`src/rtl/chan_gate_pkg.sv`:
```
package chan_gate_pkg;

    localparam logic [7:0] ADDR_TX_BASE = 8'h22;
    localparam logic [7:0] ADDR_RX_BASE = 8'h2B;
    localparam logic [7:0] ADDR_CTRL    = 8'h30;

    typedef enum logic [1:0] {
        SRC_NONE     = 2'd0,
        SRC_INTERNAL = 2'd1,
        SRC_SERIAL   = 2'd2,
        SRC_PIN      = 2'd3
    } sig_src_e;

endpackage

```
`src/rtl/chan_gate_regs.sv`:
```
module chan_gate_regs
    import chan_gate_pkg::*;
#(
    parameter int NUM_SLOTS = 32
) (
    input  logic                 clk,
    input  logic                 rst_n,
    input  logic [7:0]           addr,
    input  logic [7:0]           wdata,
    input  logic                 we,
    output logic [7:0]           rdata,
    output logic [NUM_SLOTS-1:0] rx_mask,
    output logic [NUM_SLOTS-1:0] tx_mask,
    output logic                 alt_mode,
    output logic                 pin_sel
);

    localparam int NBYTES = NUM_SLOTS / 8;

    typedef struct packed {
        logic [NUM_SLOTS-1:0] rx;
        logic [NUM_SLOTS-1:0] tx;
        logic                 alt;
        logic                 pin;
    } regs_t;

    regs_t regs_d, regs_q;

    always_comb begin
        regs_d = regs_q;
        rdata  = 8'h00;
        for (int i = 0; i < NBYTES; i++) begin
            if (addr == ADDR_TX_BASE + 8'(i)) begin
                rdata = regs_q.tx[i*8 +: 8];
                if (we) regs_d.tx[i*8 +: 8] = wdata;
            end
            if (addr == ADDR_RX_BASE + 8'(i)) begin
                rdata = regs_q.rx[i*8 +: 8];
                if (we) regs_d.rx[i*8 +: 8] = wdata;
            end
        end
        if (addr == ADDR_CTRL) begin
            rdata = {6'b0, regs_q.pin, regs_q.alt};
            if (we) begin
                regs_d.alt = wdata[0];
                regs_d.pin = wdata[1];
            end
        end
    end

    always_ff @(posedge clk) begin
        if (!rst_n) regs_q <= '0;
        else        regs_q <= regs_d;
    end

    assign rx_mask  = regs_q.rx;
    assign tx_mask  = regs_q.tx;
    assign alt_mode = regs_q.alt;
    assign pin_sel  = regs_q.pin;

endmodule

```
`src/rtl/slot_timer.sv`:
```
module slot_timer #(
    parameter int NUM_SLOTS     = 32,
    parameter int BITS_PER_SLOT = 8,
    localparam int SLOT_W       = $clog2(NUM_SLOTS),
    localparam int BIT_W        = $clog2(BITS_PER_SLOT)
) (
    input  logic              clk,
    input  logic              rst_n,
    input  logic              bit_stb,
    input  logic              fsync,
    output logic              slot_start,
    output logic [SLOT_W-1:0] next_slot,
    output logic [SLOT_W-1:0] slot_q,
    output logic [BIT_W-1:0]  bit_q
);

    localparam logic [BIT_W-1:0]  LAST_BIT  = BIT_W'(BITS_PER_SLOT - 1);
    localparam logic [SLOT_W-1:0] LAST_SLOT = SLOT_W'(NUM_SLOTS - 1);

    typedef struct packed {
        logic [SLOT_W-1:0] slot;
        logic [BIT_W-1:0]  bitn;
    } cnt_t;

    cnt_t cnt_d, cnt_q;
    logic start_d;

    always_comb begin
        cnt_d   = cnt_q;
        start_d = 1'b0;
        if (bit_stb) begin
            if (fsync) begin
                cnt_d.slot = '0;
                cnt_d.bitn = '0;
                start_d    = 1'b1;
            end else if (cnt_q.bitn == LAST_BIT) begin
                cnt_d.bitn = '0;
                cnt_d.slot = (cnt_q.slot == LAST_SLOT) ? '0 : cnt_q.slot + 1'b1;
                start_d    = 1'b1;
            end else begin
                cnt_d.bitn = cnt_q.bitn + 1'b1;
            end
        end
    end

    always_ff @(posedge clk) begin
        if (!rst_n) begin
            cnt_q.slot <= LAST_SLOT;
            cnt_q.bitn <= LAST_BIT;
        end else begin
            cnt_q <= cnt_d;
        end
    end

    assign slot_start = start_d;
    assign next_slot  = cnt_d.slot;
    assign slot_q     = cnt_q.slot;
    assign bit_q      = cnt_q.bitn;

endmodule

```
`src/rtl/tx_sig_sel.sv`:
```
module tx_sig_sel
    import chan_gate_pkg::*;
#(
    parameter int NUM_SLOTS = 32,
    localparam int SLOT_W   = $clog2(NUM_SLOTS)
) (
    input  logic [SLOT_W-1:0]    slot,
    input  logic [NUM_SLOTS-1:0] mask,
    input  logic                 pin_sel,
    output sig_src_e             src
);

    localparam logic [SLOT_W-1:0] SIG_SLOT = SLOT_W'(NUM_SLOTS / 2);

    logic [SLOT_W-1:0] voice_idx;
    sig_src_e          ext_src;

    always_comb begin
        ext_src   = pin_sel ? SRC_PIN : SRC_SERIAL;
        voice_idx = (slot < SIG_SLOT) ? slot - SLOT_W'(1) : slot - SLOT_W'(2);
        if (slot == '0 || slot == SIG_SLOT) src = ext_src;
        else if (mask[voice_idx])           src = SRC_INTERNAL;
        else                                src = ext_src;
    end

endmodule

```
`src/rtl/chan_gate_top.sv`:
```
module chan_gate_top
    import chan_gate_pkg::*;
#(
    parameter int NUM_SLOTS     = 32,
    parameter int BITS_PER_SLOT = 8
) (
    input  logic       clk,
    input  logic       rst_n,
    input  logic [7:0] host_addr,
    input  logic [7:0] host_wdata,
    input  logic       host_we,
    output logic [7:0] host_rdata,
    input  logic       rx_bit_stb,
    input  logic       rx_fsync,
    output logic       rx_blk,
    input  logic       tx_bit_stb,
    input  logic       tx_fsync,
    output logic       tx_blk,
    output logic [1:0] tx_sig_src
);

    localparam int SLOT_W = $clog2(NUM_SLOTS);
    localparam int BIT_W  = $clog2(BITS_PER_SLOT);

    logic [NUM_SLOTS-1:0] rx_mask, tx_mask;
    logic                 alt_mode, pin_sel;
    logic                 rx_start, tx_start;
    logic [SLOT_W-1:0]    rx_next, tx_next, rx_slot, tx_slot;
    logic [BIT_W-1:0]     rx_bit, tx_bit;
    sig_src_e             sel_src;

    typedef struct packed {
        logic     rx_blk;
        logic     tx_blk;
        sig_src_e tx_src;
    } out_t;

    out_t out_d, out_q;

    chan_gate_regs #(.NUM_SLOTS(NUM_SLOTS)) u_regs (
        .clk      (clk),
        .rst_n    (rst_n),
        .addr     (host_addr),
        .wdata    (host_wdata),
        .we       (host_we),
        .rdata    (host_rdata),
        .rx_mask  (rx_mask),
        .tx_mask  (tx_mask),
        .alt_mode (alt_mode),
        .pin_sel  (pin_sel)
    );

    slot_timer #(.NUM_SLOTS(NUM_SLOTS), .BITS_PER_SLOT(BITS_PER_SLOT)) u_rx_tmr (
        .clk        (clk),
        .rst_n      (rst_n),
        .bit_stb    (rx_bit_stb),
        .fsync      (rx_fsync),
        .slot_start (rx_start),
        .next_slot  (rx_next),
        .slot_q     (rx_slot),
        .bit_q      (rx_bit)
    );

    slot_timer #(.NUM_SLOTS(NUM_SLOTS), .BITS_PER_SLOT(BITS_PER_SLOT)) u_tx_tmr (
        .clk        (clk),
        .rst_n      (rst_n),
        .bit_stb    (tx_bit_stb),
        .fsync      (tx_fsync),
        .slot_start (tx_start),
        .next_slot  (tx_next),
        .slot_q     (tx_slot),
        .bit_q      (tx_bit)
    );

    tx_sig_sel #(.NUM_SLOTS(NUM_SLOTS)) u_sel (
        .slot    (tx_next),
        .mask    (tx_mask),
        .pin_sel (pin_sel),
        .src     (sel_src)
    );

    always_comb begin
        out_d = out_q;
        if (rx_start) out_d.rx_blk = rx_mask[rx_next];
        if (tx_start) begin
            if (alt_mode) begin
                out_d.tx_blk = 1'b0;
                out_d.tx_src = sel_src;
            end else begin
                out_d.tx_blk = tx_mask[tx_next];
                out_d.tx_src = SRC_NONE;
            end
        end
    end

    always_ff @(posedge clk) begin
        if (!rst_n) out_q <= '{rx_blk: 1'b0, tx_blk: 1'b0, tx_src: SRC_NONE};
        else        out_q <= out_d;
    end

    assign rx_blk     = out_q.rx_blk;
    assign tx_blk     = out_q.tx_blk;
    assign tx_sig_src = out_q.tx_src;

endmodule

```
`config.mk`:
```
export PLATFORM = sky130hd
export DESIGN_NAME = chan_gate_top
export DESIGN_NICKNAME = d
export VERILOG_FILES = /design/src/rtl/chan_gate_pkg.sv /design/src/rtl/chan_gate_regs.sv /design/src/rtl/slot_timer.sv /design/src/rtl/tx_sig_sel.sv /design/src/rtl/chan_gate_top.sv
export SDC_FILE = /design/constraint.sdc
export NUM_CORES = 1
export LEC_CHECK = 0
export BUFFER_PORTS_ARGS = -buffer_cell sky130_fd_sc_hd__clkbuf_2
export CAP_MARGIN = 20
export CELL_PAD_IN_SITES_DETAIL_PLACEMENT = 1
export CELL_PAD_IN_SITES_GLOBAL_PLACEMENT = 1
export CORE_MARGIN = 8
export CORE_UTILIZATION = 43
export CTS_BUF_LIST = sky130_fd_sc_hd__clkbuf_8
export CTS_CLUSTER_DIAMETER = 150
export DETAILED_ROUTE_END_ITERATION = 16
export HOLD_SLACK_MARGIN = 0.02
export PLACE_DENSITY = 0.79
export SLEW_MARGIN = 20
export SYNTH_ARGS = -nofsm -noshare
export SYNTH_HDL_FRONTEND = slang
export SYNTH_SLANG_ARGS = --single-unit
```
`constraint.sdc`:
```
create_clock -name clk -period 3.7 [get_ports clk]
set_input_delay 0.74 -clock clk [delete_from_list [all_inputs] [get_ports clk]]
set_output_delay 0.74 -clock clk [all_outputs]
set_load 0.02 [all_outputs]
```
; Word level (Yosys, flattened, before mapping)
; Cells that the tools add are included.
[totals]
word_cells = 88
in_bits = 23
out_inout_bits = 12
ff_bits = 86
[classes]
magnitude_cmp = 4
eq_ne = 14
reduce_logical = 11
n_addsub = 6
mux = 36
[op_table]
columns = operator, count
row1 = 2-to-1 mux 8 bit, 13
row2 = "== test 8 x 6 -> 1 bit, second input constant", 9
row3 = 2-to-1 mux 5 bit, 5
row4 = "less-than comparator 5 x 6 -> 1 bit, second input constant", 3
row5 = AND reduction 2 bit, 9
row6 = binary-select mux 1 bit (select 5 bit), 3
row7 = "== test 5 bit, second input constant", 3
row8 = "adder 5 x 1 -> 5 bit, second input constant", 2
row9 = 2-to-1 mux 1 bit, 10
row10 = 2-to-1 mux 3 bit, 3
row11 = "adder 3 x 1 -> 3 bit, second input constant", 2
row12 = "== test 3 bit, second input constant", 2
row13 = zero test 5 bit, 1
row14 = "less-than comparator 5 bit, second input constant", 1
row15 = "subtractor 5 x 1 -> 5 bit, second input constant", 1
row16 = "subtractor 5 x 2 -> 5 bit, second input constant", 1
row17 = 2-to-1 mux 2 bit, 2
row18 = logical OR 1 bit, 1

; Logic depth before layout (Yosys ltp)
; Gate-level depths: netlist of the first run.
[depth]
ltp_word = 12
depth_mapped = 16
depth_no_buf = 14

; Cells and area by module
; From an unflattened synthesis of the first run, not the netlist that was laid out.
[hier_totals]
cells_unflattened = 615
hier_area_um2 = 5841.9
[modules_own_cells]
columns = mod, n_inst, seq_area_each_um2, cells_per_inst, area_each_um2
row1 = chan_gate_regs, 1, 1321.3, 359, 3468.3
row2 = chan_gate_top, 1, 80.1, 63, 720.7
row3 = tx_sig_sel, 1, 0.0, 81, 698.2
row4 = slot_timer at u_rx_tmr, 1, 160.2, 54, 478.0
row5 = slot_timer at u_tx_tmr, 1, 160.2, 58, 476.7

; Worst setup path before layout of the first run
; OpenSTA, ideal clock, no wires.
[synth_path]
kind = reg-to-reg
from = reg u_tx_tmr.cnt_q, in the netlist u_tx_tmr.slot_q[0]
to = reg out_q, in the netlist tx_sig_src[0]
setup_ns = 0.144
synth_period_minus_slack_ns = 3.690
arrival_time_ns = 3.546
stages_incl_launch_ff = 15
setup_slack_ns = 0.010
cell_sequence = dfxtp_1 ha_1 and3_1 ha_1 nand3b_1 o311a_1 buf_4 buf_2 ha_1 buf_1 mux4_2 mux2_2 o221ai_2 o221a_2 o221ai_1
[synth_via]
elab_chain_cells = 12
word_cells_on_any_way = 18
[synth_rtl]
columns = item, line
row1 = from (decl), slot_timer.sv:25  ; cnt_t cnt_d, cnt_q;
row2 = from (signal assigned), slot_timer.sv:51  ; cnt_q <= cnt_d;
row3 = adder 5 x 1 -> 5 bit or == test 5 bit (tied branches), slot_timer.sv:38  ; cnt_d.slot = (cnt_q.slot == LAST_SLOT) ? '0 : cnt_q.slot + 1'b1;
row4 = 2-to-1 mux 5 bit, slot_timer.sv:38
row5 = 2-to-1 mux 5 bit, slot_timer.sv:36  ; end else if (cnt_q.bitn == LAST_BIT) begin
row6 = 2-to-1 mux 8 bit, slot_timer.sv:32  ; if (fsync) begin
row7 = 2-to-1 mux 8 bit (*), slot_timer.sv:31  ; if (bit_stb) begin
row8 = "subtractor 5 x 2 -> 5 bit, or another cell as far along", tx_sig_sel.sv:20  ; voice_idx = (slot < SIG_SLOT) ? slot - SLOT_W'(1) : slot - SLOT_W'(2);
row9 = 2-to-1 mux 5 bit, tx_sig_sel.sv:20
row10 = binary-select mux 1 bit (select 5 bit), tx_sig_sel.sv:22  ; else if (mask[voice_idx]) src = SRC_INTERNAL;
row11 = 2-to-1 mux 1 bit (not written as such), tx_sig_sel.sv:22
row12 = 2-to-1 mux 2 bit, tx_sig_sel.sv:22
row13 = 2-to-1 mux 2 bit (*), tx_sig_sel.sv:21  ; if (slot == '0 || slot == SIG_SLOT) src = ext_src;
row14 = 2-to-1 mux 3 bit (*), chan_gate_top.sv:86  ; if (alt_mode) begin
row15 = to (signal assigned), chan_gate_top.sv:97  ; if (!rst_n) out_q <= '{rx_blk: 1'b0, tx_blk: 1'b0, tx_src: SRC_NONE};
row16 = to (signal assigned), chan_gate_top.sv:98  ; else out_q <= out_d;
row17 = to (decl), chan_gate_top.sv:38  ; out_t out_d, out_q;
; Mark *: on every way between the ends. The rest lies on a longest branch, timed or not. The select of a mux whose other input is x is not followed.
; A chain may end at the register's enable or synchronous reset.

; Worst setup path in the final report of the first run
; Same ends and word-level chain as after synthesis.

==> metrics.md, run 1 <==
| Metric | Value |
|---|---|
| WHS | `between 0.4 and 0.5 ns` |
| MaxCap Viol Count | `0` |
| Ant diodes | `0` |
| Multi-input gate area | `3120 um^2` |
| Via density | `6.40` |
| Longest Clk Path Bufs | `2` |
| Pwr dens | `410 nW/um^2` |
| Crit Path Class | `register to register` |
| Dpl cell area | `approximately 5400 um^2` |
| HPWL after DPL | `12.4 mm` |
| Setup violations, final | `0` |
| Core Area | `11400 um^2` |
| Layout Skew | `around 0.011 ns` |
| Die height | `124 um` |
| Comb power frac | `20.6%` |
| Area grow syn2layout | `13.5%` |
| Worst-margin pin slew | `0.916 ns` |
| CP Cell Sequence | `ha_1 > and3_1 > ha_1 > nand3b_1 > o311a_1 > buf_4 > nor2_4 > a21boi_1 > xnor2_2 > mux2_2 > o221ai_2 > o221a_2 > o221ai_1` |
| CTS tree | `yes` |
| Clk sinks | `86` |
| Avg Cell Area, Syn | `8.08 um^2` |
| CP delay by family, top | `compound AO/OA/AOI/OAI gates` |
| Final Hold Fails | `0` |
| Fin. max-slew vios | `0` |
| Input/output buffers | `34` |
| Fin crit period | `roughly 3.5 ns` |
| Global Route Usage Sum | `around a quarter` |
| Ports | `35` |
| Initial drt markers | `376` |
| Fill cells | `1404` |
| First-pass GRT wire length | `27.7 mm` |
| Wire per inst | `around 22 um` |
| Initial Utilization | `approximately 44%` |
| Cell variety after synth | `64` |
| Sw frac | `about 29%` |
| FF+latch area | `between 1500 and 2000 um^2` |
| Crit-path slowest cell | `o311a_1` |
| Num rows | `39` |
| Yosys warnings | `0` |
| Worst EP required | `between 3 and 4 ns` |
| Congestion Overflow GR | `0` |
| Initial antenna violation count | `1` |
| Clk pin slew, worst setup/hold paths | `0.08 ns` |
| Share of total power in the clock network | `38.4%` |
| Vias in the first global route | `5132` |
| Mapped Cells | `623` |
| CP bufs+invs | `1` |
| R2r setup slk | `0.17 ns` |
| #FFs+latches synth | `86` |
| Setup_tns | `0 ns` |
| Post-Syn Area | `5030 um^2` |
| Worst hold-check path type | `register to register` |
| # DRC | `0` |
| Slowest stage delay, CP | `0.44 ns` |
| Most frequent cells in the layout | `nand2_1, dfxtp_1, a21oi_1` |
| Synth Flop Type | `dfxtp_1` |
| CP Max Fanout | `15` |
| Clock Latency Late Sink | `0.39 ns` |
| Register share of total power | `between 40% and 50%` |
| CTS buffer count | `9` |
| Total Power | `between 2000 and 2500 uW` |
| Switching pwr | `~670 uW` |
| Layout cells sized above 1 | `16.6%` |
| Global placement routability congestion | `0.957` |
| Crit end category | `register` |
| Post-synthesis sequential area ratio | `between 30% and 40%` |
| CP most frequent cell | `ha_1` |
| Clk root buf | `clkbuf_8` |
| EDFF count, synth | `0` |
| Post-Route WL | `17.4 mm` |
| Period utilization | `95.4%` |
| Die area | `15400 um^2` |
| Leak | `0.00207 uW` |
| ANT nets after route | `0` |
| Die X | `roughly 120 um` |
| Final instance area | `5710 um^2` |
| Syn_nets | `around 660` |
| Peak VDD IR | `around 0.00030 V` |
| Startpoint Class | `register` |
| Slew HR | `38.8%` |
| H-tree depth | `3` |
| Final net count | `678` |
| Crit path DAT | `3.76 ns` |
| Final setup margin | `0.170 ns` |
| Post-place setup slack | `around 0.13 ns` |
| Cell-internal power | `1670 uW` |
| Status | `finished clean` |
| Largest net degree at the start of global routing | `54` |
| Fmax | `0.283 GHz` |
| Initial DRT Pass Iterations | `5` |
| Most common cell after layout, fill and taps aside | `nand2_1` |
| Asr flop ratio synth | `0%` |
| Hold_buf cts | `0` |
| Via Count | `5071` |
==> repair_timing <==
| action | in CTS | in global routing |
|---|---|---|
| resized for setup | 0 | 3 |
| endpoints found under the setup margin | 0 | 1 |
| buffers inserted | 0 | 2 |
==> worst min-delay path: stages (launching register included) <==
cell and delay, ns:
dfxtp_1 0.33, nand3_1 0.06, o21ai_1 0.05
==> per-layer routing <==
layer / GRT usage [%] / up-vias / routed length [um]
met1: 29.0 / 2525 / 7500
li1: - / 2327 / -
met4: 9.67 / 2 / 581
met5: 0 / - / 12
met2: 37.2 / 176 / 8160
met3: 6.30 / 41 / 1140
==> area by class of cell <==
type | instances | area share, %
Inverter | 8 | 0.569
Clock inverter | 6 | 2.32
Tap cell | 143 | 3.13
Timing Repair Buffer | 61 | 6.75
Clock buffer | 10 | 2.41
Multi-Input combinational cell | 478 | 54.7
Sequential cell | 86 | 30.1
==> power by group through the flow <==
| stage | Clock [uW] | Sequential (uW) | Combinational, uW |
|---|---|---|---|
| 5_1_grt | 946 | 963 | 523 |
| 2_1_floorplan | 0 | 977 | 333 |
| 6_report | 898 | 960 | 483 |
| 4_1_cts | 910 | 960 | 460 |
| 3_3_place_gp | 0 | 980 | 440 |
| 3_5_place_dp | 0 | 982 | 458 |
==> kinds of logic after synthesis <==
logic type / Yosys count / share of synthesized area [%]
xor+xnor: 5 / 1.17
simple gates: 246 / 22.9
flops: 86 / 34.2
buf+inv: 59 / 5.00
compound gates: 159 / 21.3
fa+ha+maj: 11 / 2.73
mux: 57 / 12.7
==> state kept, by name, summed over array words and instances, names as in the netlist <==
name,count
u_regs.tx_mask,32
u_rx_tmr.bit_q,3
rx_blk,1
u_tx_tmr.slot_q,5
u_regs.rx_mask,32
u_regs.alt_mode,1
tx_sig_src,2
u_rx_tmr.slot_q,5
u_regs.pin_sel,1
u_tx_tmr.bit_q,3
tx_blk,1
==> stage by stage <==
step | cells | util (%)
CTS | 790 | 49.7
finish | 792 | 50.0
detailed placement | 774 | 47.4
global route | 792 | 50.0
floorplan | 623 | -
global placement | 774 | 47.4
==> cell usage after synthesis (6+ instances only) <==
library cell	count	area share [%]
nand2_1	113	8.4
dfxtp_1	86	34
a21oi_1	76	7.6
nand3_1	74	7.4
mux2i_1	48	9.5
clkbuf_1	39	2.9
nor2_1	15	1.1
a221o_1	12	2.4
ha_1	11	2.7
o21ai_0	10	0.99
nor3_1	8	0.80
a211oi_1	7	1.0
a31oi_1	7	0.87
nor2b_1	7	0.87
a221oi_1	6	1.0
a22o_1	6	1.0
a22oi_1	6	0.90
buf_4	6	0.90
inv_1	6	0.45
==> path summary, 6_finish.rpt <==
path	start	to	depth (start not counted)
setup / recovery	u_tx_tmr.slot_q[0]$_SDFF_PN1_	tx_sig_src[0]$_SDFFE_PN0P_	13
hold / removal	tx_sig_src[1]$_SDFFE_PN0P_	tx_sig_src[1]$_SDFFE_PN0P_	2
setup reg to reg	u_tx_tmr.slot_q[0]$_SDFF_PN1_	tx_sig_src[0]$_SDFFE_PN0P_	13
hold reg to reg	tx_sig_src[1]$_SDFFE_PN0P_	tx_sig_src[1]$_SDFFE_PN0P_	2
Note: power is estimated with default switching activity, not from simulation.
==> run 2: changes to the inputs <==
--- a/config.mk
+++ b/config.mk
@@ -11,7 +11,7 @@
 export CELL_PAD_IN_SITES_GLOBAL_PLACEMENT = 1
 export CORE_MARGIN = 8
 export CORE_UTILIZATION = 43
-export CTS_BUF_LIST = sky130_fd_sc_hd__clkbuf_8
+export CTS_BUF_LIST = sky130_fd_sc_hd__clkbuf_2
 export CTS_CLUSTER_DIAMETER = 150
 export DETAILED_ROUTE_END_ITERATION = 16
 export HOLD_SLACK_MARGIN = 0.02
==> run 2 against run 1 <==
  * Count of clock-buffer cells in the layout down 1
  * Routed wire length down 1.4%
  * Clock skew up 0.025 ns
  * Maximum frequency up 0.88%
  * Critical endpoint is now host_rdata[7]
  * Largest power group unchanged
  * Die area unchanged
  * Register-to-register slack better by 0.05 ns
==> metrics.md, run 2 (synthesis results as in run 1) <==
| Metric | Value |
|---|---|
| Status | `finished clean` |
| CTS buffer count | `9 (unchanged)` |
| H-tree depth | `3 (unchanged)` |
| Clk root buf | `clkbuf_2` |
| Global placement routability congestion | `0.957 (unchanged)` |
| Setup_tns | `0 ns (unchanged)` |
| First-pass GRT wire length | `27.5 mm (-0.68%)` |
| Layout cells sized above 1 | `16.6% (unchanged)` |
| Finished Layout Cells | `792 (unchanged)` |
| Wire per inst | `21.6 um (-1.4%)` |
| Initial Utilization | `44.1% (unchanged)` |
| Most common cell after layout, fill and taps aside | `nand2_1` |
| Startpoint Class | `input pin` |
| # DRC | `0 (unchanged)` |
| Num rows | `39 (unchanged)` |
| Layout Skew | `0.0364 ns (+0.0253 ns)` |
| Longest Clk Path Bufs | `2 (unchanged)` |
| Share of total power in the clock network | `32.6% (-5.8 points)` |
| Initial DRT Pass Iterations | `6 (+1)` |
| Crit end category | `output pin` |
| CP delay by family, top | `simple AND/OR/NAND/NOR gates` |
| CP Depth | `11 (-2)` |
| Cell-internal power | `1500 uW (-10%)` |
| Input/output buffers | `34 (unchanged)` |
| CP Max Fanout | `17 (+2)` |
| Reg2Reg Depth | `13 (unchanged)` |
| Comb power frac | `22.5% (+1.9 points)` |
| ANT nets after route | `0 (unchanged)` |
| Switching pwr | `649 uW (-3.0%)` |
| Crit path from | `host_addr[7]` |
| Crit Path Class | `input pin to output pin` |
| R2r setup slk | `0.22 ns (+0.05 ns)` |
| Fmax | `0.286 GHz (+0.88%)` |
| Clk pin slew, worst setup/hold paths | `0.21 ns (+0.13 ns)` |
| Setup violations, final | `0 (unchanged)` |
| Worst setup path end | `host_rdata[7]` |
| Post-Route WL | `17.1 mm (-1.4%)` |
| Worst EP required | `2.96 ns (-0.97 ns)` |
| RSZ-0062 raised after global routing | `no` |
| Die height | `124 um (unchanged)` |
| Fin. max-slew vios | `0 (unchanged)` |
| Clock Latency Late Sink | `0.60 ns (+0.21 ns)` |
| Area grow syn2layout | `12.0%` |
| Congestion Overflow GR | `0 (unchanged)` |
| Initial drt markers | `371 (-1.3%)` |
| Final net count | `678 (unchanged)` |
| Core Area | `11400 um^2 (unchanged)` |
| Slowest stage delay, CP | `0.37 ns (-0.07 ns)` |
| Most frequent cells in the layout | `nand2_1, dfxtp_1, a21oi_1` |
| Final Hold Fails | `0 (unchanged)` |
| Via density | `6.36 (-0.63%)` |
| Period utilization | `94.6% (-0.83 points)` |
| Via Count | `5039 (-0.63%)` |
| Vias in the first global route | `5116 (-0.31%)` |
| Leak | `0.00204 uW (-1.4%)` |
| CP Cell Sequence | `clkbuf_2 > nor2_1 > nand2_1 > nor3b_1 > nand2_1 > nor3_1 > buf_4 > a221oi_1 > a31oi_1 > a221o_1 > clkbuf_2` |
| Worst-margin pin slew | `0.935 ns (+0.0186 ns)` |
| Fin crit period | `3.50 ns (-0.0308 ns)` |
| Ant diodes | `0 (unchanged)` |
| Peak VDD IR | `0.000357 V (+21%)` |
| Slew HR | `37.7% (-1.2 points)` |
| CTS tree | `yes` |
| RR Endpoint | `tx_sig_src[0]$_SDFFE_PN0P_` |
| MaxCap Viol Count | `0 (unchanged)` |
| Dpl cells | `774 (unchanged)` |
| Pwr dens | `381 nW/um^2 (-7.0%)` |
| Crit path DAT | `2.76 ns (-1.00 ns)` |
| Sw frac | `30.2% (+1.6 points)` |
| Ports | `35 (unchanged)` |
| Clk sinks | `86 (unchanged)` |
| Die X | `124 um (unchanged)` |
| Register share of total power | `44.9% (+3.9 points)` |
| HPWL after DPL | `12.4 mm (unchanged)` |
| CP bufs+invs | `3 (+2)` |
| R2r startpoint | `u_tx_tmr.slot_q[0]$_SDFF_PN1_` |
| Initial antenna violation count | `0 (-1)` |
| Die area | `15400 um^2 (unchanged)` |
| Largest net degree at the start of global routing | `54 (unchanged)` |
| Worst hold-check path type | `input pin to register` |
| Global Route Usage Sum | `23.1% (-0.22 points)` |
| Crit-path slowest cell | `nor3b_1` |
## run 2: worst min-delay path by stage
stage / start / endpoint / slack (ns) / cells after the start
finish: rx_fsync / u_rx_tmr.bit_q[0]$_SDFFE_PN1P_ / 0.38 / 2
global route: rx_fsync / u_rx_tmr.bit_q[0]$_SDFFE_PN1P_ / 0.36 / 2
CTS: rx_fsync / u_rx_tmr.bit_q[0]$_SDFFE_PN1P_ / 0.32 / 2
detailed placement: u_regs.rx_mask[28]$_SDFFE_PN0P_ / u_regs.rx_mask[28]$_SDFFE_PN0P_ / 0.47 / 2
global placement: u_regs.rx_mask[15]$_SDFFE_PN0P_ / u_regs.rx_mask[15]$_SDFFE_PN0P_ / 0.46 / 2
floorplan: u_rx_tmr.slot_q[4]$_SDFF_PN1_ / u_rx_tmr.slot_q[4]$_SDFF_PN1_ / 0.45 / 2
## run 2: power groups by stage
stage	clock [uW]	combinational [uW]	sequential (uW)
5_1_grt	745	525	968
3_3_place_gp	0	440	980
6_report	700	483	965
3_5_place_dp	0	458	982
2_1_floorplan	0	333	977
4_1_cts	714	459	964
## run 2: per-stage QoR
stage          instance area [um^2]  utilization (%)  setup WS (ns)  total power (uW)  hold slack, ns
6_report                       5640             49.4          0.201              2150           0.383
3_3_place_gp                   5410             47.4          0.242              1420           0.457
2_1_floorplan                  5030                -         0.0102              1310           0.445
3_5_place_dp                   5410             47.4          0.133              1440           0.472
5_1_grt                        5640             49.4         0.0240              2240           0.359
4_1_cts                        5590             48.9          0.104              2140           0.323
## run 2: worst reg2reg max path, cell delays in order, from the launching register on
cell,delay [ns]
dfxtp_1,0.41
ha_1,0.24
and3_1,0.18
ha_1,0.21
nand3b_1,0.22
o311a_4,0.39
buf_4,0.23
nor2_4,0.17
a21boi_1,0.13
xnor2_2,0.30
mux2_2,0.39
o221ai_2,0.17
o221a_2,0.20
o221ai_1,0.13
## run 2: layer usage
layer / global-route usage (%) / share of wire (%)
met1: 28.9 / 43
met2: 36.7 / 47
met3: 6.39 / 6.6
met4: 9.29 / 3.5
met5: 0 / 0
## run 2: final cells by class
class	instances	area, um^2
Fill cell	1412	5780
Multi-Input combinational cell	478	3140
Sequential cell	86	1720
Timing Repair Buffer	61	385
Tap cell	143	179
Clock inverter	7	136
Clock buffer	9	45.0
Inverter	8	32.5
## run 2: what timing repair did
action                     4_1_cts  5_1_grt
buffers inserted                 0        2
hold endpoints to repair         0        0
setup endpoints to repair        0        2
hold buffers                     0        0
gates resized for setup          0        4
